**config.mk**
```make
export PLATFORM = sky130hd
export DESIGN_NAME = pp_rx_ctrl
export DESIGN_NICKNAME = d
export VERILOG_FILES = /design/src/rtl/pp_rx_pkg.sv /design/src/rtl/pp_rx_fill.sv /design/src/rtl/pp_rx_ready.sv /design/src/rtl/pp_rx_cmd.sv /design/src/rtl/pp_rx_ctrl.sv
export SDC_FILE = /design/constraint.sdc
export NUM_CORES = 1
export LEC_CHECK = 0
export ABC_AREA = 1
export BUFFER_PORTS_ARGS = -buffer_cell sky130_fd_sc_hd__clkbuf_2
export CAP_MARGIN = 25
export CELL_PAD_IN_SITES_DETAIL_PLACEMENT = 0
export CELL_PAD_IN_SITES_GLOBAL_PLACEMENT = 2
export CORE_MARGIN = 2
export CORE_UTILIZATION = 28
export DETAILED_ROUTE_END_ITERATION = 8
export GPL_TIMING_DRIVEN = 0
export MAX_ROUTING_LAYER = met4
export PLACE_DENSITY_LB_ADDON = 0.3
export SETUP_SLACK_MARGIN = 0.02
export SLEW_MARGIN = 20
export SYNTH_ARGS = -nofsm -noshare
export SYNTH_HDL_FRONTEND = slang
export SYNTH_SLANG_ARGS = --single-unit
```
**constraint.sdc**
```tcl
create_clock -name clk -period 3.64 [get_ports clk]
set_input_delay 0.728 -clock clk [delete_from_list [all_inputs] [get_ports clk]]
set_output_delay 0.728 -clock clk [all_outputs]
set_load 0.02 [all_outputs]
```
**src/rtl/pp_rx_pkg.sv**
```systemverilog
package pp_rx_pkg;

    typedef struct packed {
        logic       valid;
        logic       src;
        logic [1:0] dst;
    } copy_cmd_t;

    // Gray pointer to ring slot; 2'b10 is unused and maps to 3
    function automatic logic [1:0] gray_to_slot(input logic [1:0] g);
        logic [1:0] s;
        s[1] = g[1];
        s[0] = g[1] ^ g[0];
        return s;
    endfunction

    function automatic logic gray_ok(input logic [1:0] g);
        return g != 2'b10;
    endfunction

    // Slot one step behind the reader in the 0->1->2 ring
    function automatic logic [1:0] slot_behind(input logic [1:0] s);
        logic [1:0] r;
        case (s)
            2'd0:    r = 2'd2;
            2'd1:    r = 2'd0;
            default: r = 2'd1;
        endcase
        return r;
    endfunction

endpackage

```
**src/rtl/pp_rx_fill.sv**
```systemverilog
module pp_rx_fill #(
    parameter int FRAME_BYTES = 64,
    parameter int FILL_W      = $clog2(FRAME_BYTES),
    parameter int LEN_W       = $clog2(FRAME_BYTES + 1)
) (
    input  logic              clk,
    input  logic              rst,
    input  logic              pkt_valid,
    input  logic [LEN_W-1:0]  pkt_len,
    output logic              act_sel,
    output logic [FILL_W-1:0] fill,
    output logic              done,
    output logic              done_buf
);
    localparam int SUM_W = LEN_W + 1;

    logic [SUM_W-1:0] sum;

    always_comb begin
        sum      = SUM_W'(fill) + SUM_W'(pkt_len);
        done     = pkt_valid && (sum >= SUM_W'(FRAME_BYTES));
        done_buf = act_sel;
    end

    always_ff @(posedge clk) begin
        if (rst) begin
            act_sel <= 1'b0;
            fill    <= '0;
        end else if (pkt_valid) begin
            if (done) begin
                act_sel <= ~act_sel;
                fill    <= FILL_W'(sum - SUM_W'(FRAME_BYTES));
            end else begin
                fill    <= FILL_W'(sum);
            end
        end
    end
endmodule

```
**src/rtl/pp_rx_ready.sv**
```systemverilog
module pp_rx_ready #(
    parameter int OVR_W = 8
) (
    input  logic             clk,
    input  logic             rst,
    input  logic             done,
    input  logic             done_buf,
    input  logic             take,
    output logic             rdy,
    output logic             rdy_buf,
    output logic [OVR_W-1:0] overrun_cnt
);
    logic still_pending;

    assign still_pending = rdy && !take;

    always_ff @(posedge clk) begin
        if (rst) begin
            rdy         <= 1'b0;
            rdy_buf     <= 1'b0;
            overrun_cnt <= '0;
        end else begin
            if (done) begin
                rdy     <= 1'b1;
                rdy_buf <= done_buf;
                if (still_pending)
                    overrun_cnt <= overrun_cnt + 1'b1;
            end else if (take) begin
                rdy <= 1'b0;
            end
        end
    end
endmodule

```
**src/rtl/pp_rx_cmd.sv**
```systemverilog
module pp_rx_cmd
    import pp_rx_pkg::*;
(
    input  logic       clk,
    input  logic       rst,
    input  logic       tick,
    input  logic [1:0] rd_gray,
    input  logic       rdy,
    input  logic       rdy_buf,
    output logic       take,
    output copy_cmd_t  cmd
);
    copy_cmd_t cmd_n;

    always_comb begin
        take        = tick && rdy && gray_ok(rd_gray);
        cmd_n.valid = take;
        cmd_n.src   = rdy_buf;
        cmd_n.dst   = slot_behind(gray_to_slot(rd_gray));
    end

    always_ff @(posedge clk) begin
        if (rst) begin
            cmd <= '0;
        end else begin
            cmd <= cmd_n;
        end
    end
endmodule

```
**src/rtl/pp_rx_ctrl.sv**
```systemverilog
module pp_rx_ctrl
    import pp_rx_pkg::*;
#(
    parameter int          FRAME_BYTES = 1280 * 720 * 3,
    parameter int          ADDR_W      = 32,
    parameter logic [31:0] NET_BASE    = 32'h1000_0000,
    parameter int          OVR_W       = 8,
    localparam int         LEN_W       = $clog2(FRAME_BYTES + 1)
) (
    input  logic              clk,
    input  logic              rst,
    input  logic              pkt_valid,
    input  logic [LEN_W-1:0]  pkt_len,
    input  logic              tick,
    input  logic [1:0]        rd_gray,
    output logic [ADDR_W-1:0] wr_addr,
    output logic              copy_valid,
    output logic              copy_src_buf,
    output logic [ADDR_W-1:0] copy_src_base,
    output logic [1:0]        copy_dst_slot,
    output logic [OVR_W-1:0]  overrun_cnt
);
    localparam int FILL_W = $clog2(FRAME_BYTES);
    localparam logic [ADDR_W-1:0] BASE0 = ADDR_W'(NET_BASE);
    localparam logic [ADDR_W-1:0] BASE1 = ADDR_W'(NET_BASE) + ADDR_W'(FRAME_BYTES);

    logic              act_sel;
    logic [FILL_W-1:0] fill;
    logic              done;
    logic              done_buf;
    logic              rdy;
    logic              rdy_buf;
    logic              take;
    copy_cmd_t         cmd;

    pp_rx_fill #(
        .FRAME_BYTES (FRAME_BYTES),
        .FILL_W      (FILL_W),
        .LEN_W       (LEN_W)
    ) u_fill (
        .clk       (clk),
        .rst       (rst),
        .pkt_valid (pkt_valid),
        .pkt_len   (pkt_len),
        .act_sel   (act_sel),
        .fill      (fill),
        .done      (done),
        .done_buf  (done_buf)
    );

    pp_rx_ready #(
        .OVR_W (OVR_W)
    ) u_ready (
        .clk         (clk),
        .rst         (rst),
        .done        (done),
        .done_buf    (done_buf),
        .take        (take),
        .rdy         (rdy),
        .rdy_buf     (rdy_buf),
        .overrun_cnt (overrun_cnt)
    );

    pp_rx_cmd u_cmd (
        .clk     (clk),
        .rst     (rst),
        .tick    (tick),
        .rd_gray (rd_gray),
        .rdy     (rdy),
        .rdy_buf (rdy_buf),
        .take    (take),
        .cmd     (cmd)
    );

    always_comb begin
        wr_addr       = (act_sel ? BASE1 : BASE0) + ADDR_W'(fill);
        copy_valid    = cmd.valid;
        copy_src_buf  = cmd.src;
        copy_src_base = cmd.src ? BASE1 : BASE0;
        copy_dst_slot = cmd.dst;
    end
endmodule

```
==> out/qor.yml, run 1 <==
outcome: "completed"
core_area_mm2: 0.0146
final_common_cell: "nand2_1"
hold_ws_ps: 423
synthToLayoutAreaGrowth_pct: 19.8
r2r_cells: 19
rsz0062_at_grt: "no"
timing.final.crit_share_pct: 90.0
required_ps: 3820
layout_common_cells: "nand2_1 (215), inv_1 (112), nor2_1 (67)"
drt_iter0_drc: 265
cts_htree_levels: 2
floorplan.initialDensity_pct: 28.8
min_period_ps: 3280
holdPathEnd: "u_cmd.cmd[2]$_SDFF_PP0_"
regToRegSetupSlack_ps: 560
peakVddDrop_mv: 0.204
grt_overflow: 0
nets: 874
wl_per_cell_um: 12.6
syn_area_mm2: 0.00421
grt_pass1_wl_um: 20800
antenna_found_initial: 0
timing.rr.end: "u_fill.fill[17]$_SDFFE_PP0P_"
min-delay-start: "u_ready.rdy_buf$_SDFFE_PP0P_"
final_layout_size_suffix_gt1_share_pct: 19.4
synthCells: 708
vias_per_cell: 4.37
setup_viol: 0
cp-end-kind: "flop"
maxSlewHeadroom_pct: 63.3
cts_setup_buffers: 0
post-place-ws_ps: 52.3
synth_area_per_cell_um2: 5.95
hold_violations: 0
dieArea_mm2: 0.0160
rows: 44
die_h_um: 127
worst_slew_pin_slew_ps: 551
n_fill_cell: 1674
vias: 4373
hold_path_class: "reg2reg"
fin_ws_ps: 362
min_path_cells: 2
clkLatencyLatePin_ps: 290
skew_ps: 13.3
slew_violations: 0
grt_pass1_vias: 4172
gp_congestion: 0.910
drt_first_pass_iters: 4
crit_path_start_kind: "primary input"
timing.rr.start: "u_fill.fill[0]$_SDFFE_PP0P_"
postRouteAntennaNets: 0
cts_tree: "yes"
maxCapViolCount: 0
place.port_buffers: 66
drc: 0
max_clock_freq_ghz: 0.305
critPathMaxFanout: 10
yosys_warnings: 0
clock-sinks: 37
hold_buffers: 0
critical_path_class: "in2reg"
root_buffer: "clkbuf_16"
crit_arrival_ps: 3450
timing.setup.tns_ps: 0
antennaDiodeCount: 0
ios: 104
cts.repair.resized: 0
clkTransAtPathRegs_ps: 50
p_leak_nw: 2.97
dpl.hpwl_um: 10700
ys_seq_area_share_pct: 17.6
cts_made_buffers: 5
grt_max_degree: 14
cts_buffer_depth: 2
powerDensity_mw_per_mm2: 463
track_usage_pct: 16.4
synthDistinctLibCells: 37
synth-seq-cells: 37
routed_wl_um: 12600
die_w_um: 127
## cell families after synthesis
group                      count (synthesis)  share of synthesized area [%]
xor gates and xnor gates                  16                           3.33
AOI/OAI and AO/OA                         62                           8.82
adders and majority gates                 31                           9.56
buffers and inverters                    179                           21.2
DFF                                       37                           17.6
and+or+nand+nor                          381                           39.3
other                                      2                          0.178
## critical path: stages
cell      delay [ps]
clkbuf_2          80
ha_1             260
fa_1             480
nand3_1          120
nand3_2          130
nand2_1          110
nand2_1          140
nand2_1          140
nand2_1           80
nand2_1           60
nand2_1          100
a21oi_4          170
nand3_1          120
nand3_2          110
nand3_4          130
buf_6            180
nand3_1           70
nand3_1           90
nand2_1           90
inv_1             40
## cells in the mapped netlist
cell type	count	share of area, %
dfxtp_1	37	18
or2_1	1	0.15
xor2_1	11	2.3
nand3b_1	5	0.89
inv_2	2	0.18
nand3_2	4	0.95
nand4_1	15	2.2
clkbuf_1	7	0.62
a21oi_2	1	0.21
nand2_1	215	19
ha_1	29	8.6
nand3_4	2	0.83
o211ai_1	7	1.2
clkinv_1	1	0.089
and2_1	1	0.15
a31o_2	1	0.21
buf_1	1	0.089
nor3_2	1	0.24
nand2_2	11	1.6
xnor2_1	5	1.0
nand3_1	50	5.9
a21oi_1	28	3.3
o21ai_0	16	1.9
nor2_2	4	0.59
nor4_1	1	0.15
o21bai_1	4	0.71
o21ai_1	2	0.24
nor3_1	4	0.48
buf_4	53	9.4
fa_1	2	0.95
a31oi_1	1	0.15
a21boi_4	1	0.45
inv_1	112	10
nor2_1	67	6.0
conb_1	2	0.18
a21oi_4	1	0.39
buf_6	3	0.80
## routing by layer
layer	track usage (%)	up-vias	share of wire, %
met5	-	-	0
met2	26.9	92	45
met1	22.0	1925	50
li1	-	2348	-
met4	2.65	0	1.4
met3	2.24	8	3.6
## final cells by class
| class | count | area (um2) | area share [%] |
|---|---|---|---|
| plain buffers | 64 | 462 | 9.14 |
| clock inverters | 3 | 21.3 | 0.421 |
| inverters | 115 | 432 | 8.55 |
| clock buffers | 5 | 125 | 2.48 |
| multi-input cells | 526 | 2710 | 53.6 |
| well taps | 184 | 230 | 4.56 |
| flip-flops and latches | 37 | 741 | 14.7 |
| repair buffers | 66 | 330 | 6.54 |
## registers in the layout, summed over array words and instances, names as in the netlist
signal and flops:
u_ready.overrun_cnt 8, u_ready.rdy_buf 1, u_fill.fill 22, u_cmd.cmd 4, u_fill.act_sel 1, u_ready.rdy 1
## through the flow
stage / utilization (%) / power [W] / instances / instance area [um2]
6_report: 34.5 / 0.00234 / 1000 / 5050
5_1_grt: 34.5 / 0.00256 / 1000 / 5050
4_1_cts: 34.5 / 0.00237 / 1000 / 5050
3_5_place_dp: 33.5 / 0.00192 / 992 / 4900
3_3_place_gp: 33.5 / 0.00191 / 992 / 4900
2_1_floorplan: - / 0.00156 / 742 / 4340
## power by group
| group | internal (W) | switching, W | total [W] |
|---|---|---|---|
| sequential | 0.000456 | 0.0000703 | 0.000526 |
| clock | 0.000255 | 0.000179 | 0.000433 |
| combinational | 0.000488 | 0.000892 | 0.00138 |
| total | 0.00120 | 0.00114 | 0.00234 |
## how the worst max path moves through the flow
stage                          start                            to  slack, ps
final                     pkt_len[0]  u_fill.fill[17]$_SDFFE_PP0P_        360
after global placement    pkt_len[0]  u_fill.fill[15]$_SDFFE_PP0P_         70
after floorplan           pkt_len[0]  u_fill.fill[12]$_SDFFE_PP0P_        670
after detailed placement  pkt_len[0]  u_fill.fill[15]$_SDFFE_PP0P_         50
after global routing      pkt_len[0]  u_fill.fill[17]$_SDFFE_PP0P_         90
after CTS                 pkt_len[0]  u_fill.fill[15]$_SDFFE_PP0P_        340
Note: power is estimated with default switching activity, not from simulation.
==> inputs of run 2 (changes only) <==
CORE_ASPECT_RATIO = 1.1   (was not set)
==> run 2 against run 1 <==
Effect of this change: largest cell class unchanged; sequential power about the same; clock skew down 2.6 ps; highest routed layer unchanged; die area about the same; critical endpoint is now u_ready.overrun_cnt[0]$_SDFFE_PP0P_; critical path type unchanged.
==> out/qor.yml, run 2 (same netlist as run 1, synthesis figures left out) <==
antennaDiodeCount: 0
die_h_um: 133
final_common_cell: "nand2_1"
crit_arrival_ps: 3450
clock-sinks: 37
outcome: "completed"
timing.setup.tns_ps: 0
maxSlewHeadroom_pct: 62.9
hold_buffers: 0
vias_per_cell: 4.30
largest_reg_flops: 22
wl_per_cell_um: 12.4
cts_setup_buffers: 0
clkTransAtPathRegs_ps: 60
critical_path_class: "in2reg"
critical-path-top-delay-family: "simple AND/OR/NAND/NOR gates"
maxCapViolCount: 0
p_leak_nw: 2.98
final_layout_size_suffix_gt1_share_pct: 19.2
vias: 4351
critPathMaxFanout: 10
slowest_delay_ps: 490
post-place-ws_ps: 46.4
timing.final.crit_share_pct: 90.1
worst_slew_pin_slew_ps: 556
gp_congestion: 0.905
core_area_mm2: 0.0149
setup_viol: 0
root_buffer: "clkbuf_16"
dieArea_mm2: 0.0160
peakVddDrop_mv: 0.183
floorplan.initialDensity_pct: 28.3
drt_iter0_drc: 215
critPathSlowestCell: "fa_1"
slew_violations: 0
rows: 47
cts_tree: "yes"
top_regs: "u_fill.fill (22), u_ready.overrun_cnt (8), u_cmd.cmd (4)"
grt_overflow: 0
hold_path_class: "reg2reg"
skew_ps: 10.7
cp_cell_sequence: "clkbuf_2 -> ha_1 -> fa_1 -> nand3_1 -> nand3_2 -> nand3_1 -> nand4_1 -> nand2_1 -> ha_1 -> nand3_1 -> nor2_1 -> nand3_2 -> nand3_4 -> nand3_4 -> o21ai_0 -> nor2_1"
grt_max_degree: 13
multiInputGateArea_mm2: 0.00271
hold_violations: 0
crit_top_cell: "nand3_1"
postRouteAntennaNets: 0
cts_htree_levels: 2
synthToLayoutAreaGrowth_pct: 20.7
fin_ws_ps: 362
grt_pass1_wl_um: 20300
layout.area.seq_um2: 741
n_fill_cell: 1742
cts.repair.resized: 0
max_clock_freq_ghz: 0.305
routed_wl_um: 12600
cts_made_buffers: 5
cp-end-kind: "flop"
layout_common_cells: "nand2_1 (215), inv_1 (112), nor2_1 (67)"
min_period_ps: 3280
rsz0062_at_grt: "no"
dpl.hpwl_um: 10700
top_register: "u_fill.fill"
cts_buffer_depth: 2
path_buf_inv: 1
track_usage_pct: 16.2
antenna_found_initial: 0
grt_pass1_vias: 4031
clkLatencyLatePin_ps: 280
die_w_um: 121
drc: 0
required_ps: 3820
nets: 874
place.port_buffers: 66
ios: 104
crit_path_start_kind: "primary input"
drt_first_pass_iters: 5
powerDensity_mw_per_mm2: 472
==> run 2: changes by cell type in the layout (fill, tap and decap cells not counted) <==
| cell | delta |
|---|---|
| clkbuf_1 | +1 |
| clkinv_2 | -1 |
| bufinv_16 | +1 |
| clkinv_4 | +1 |
| inv_6 | -1 |
| clkinvlp_4 | -1 |
==> run 2: layout make-up <==
cell class | instances | share of cell area (%)
buffer | 64 | 9.08
inverter | 115 | 8.49
clock inverter | 2 | 0.763
sequential | 37 | 14.6
tap | 196 | 4.82
clock buffer | 6 | 2.53
multi-input combinational | 526 | 53.2
timing repair buffer | 66 | 6.50
==> run 2: routing by layer <==
metal	up-vias	wire (um)	global-route usage [%]
li1	2344	-	-
met1	1907	5970	21.1
met2	94	6060	27.4
met3	6	454	1.98
met4	0	81	2.00
met5	-	0	-
==> run 2: stage by stage <==
step | area (um2) | instances | utilization (%) | hold slack [ps] | total power [W]
after global placement | 4920 | 1004 | 33.1 | 413 | 0.00192
after global routing | 5080 | 1012 | 34.2 | 445 | 0.00262
after CTS | 5080 | 1012 | 34.2 | 423 | 0.00242
final | 5080 | 1012 | 34.2 | 424 | 0.00240
after detailed placement | 4920 | 1004 | 33.1 | 415 | 0.00192
after floorplan | 4340 | 742 | - | 400 | 0.00156
==> run 2: worst paths after layout <==
kind	startpoint	endpoint	slack, ps	cells past startpoint
worst max-delay path	pkt_len[0]	u_ready.overrun_cnt[0]$_SDFFE_PP0P_	360	16
worst min-delay path	u_ready.rdy_buf$_SDFFE_PP0P_	u_cmd.cmd[2]$_SDFF_PP0_	420	2
worst max register to register	u_fill.fill[0]$_SDFFE_PP0P_	u_ready.overrun_cnt[0]$_SDFFE_PP0P_	570	15
worst min register to register	u_ready.rdy_buf$_SDFFE_PP0P_	u_cmd.cmd[2]$_SDFF_PP0_	420	2
==> run 2: worst register-to-register path, cell delays in order, from the launching register on <==
cell	delay, ps
dfxtp_1	330
ha_1	250
fa_1	490
nand3_1	120
nand3_2	130
nand3_1	120
nand4_1	80
nand2_1	210
ha_1	240
nand3_1	90
nor2_1	170
nand3_2	130
nand3_4	170
nand3_4	160
o21ai_0	230
nor2_1	50
==> run 2: power by group <==
part           switching, W  internal [W]  leakage [nW]
combinational      0.000888      0.000489          2.59
clock              0.000168      0.000324        0.0810
sequential        0.0000722      0.000456         0.305
total               0.00113       0.00127          2.98
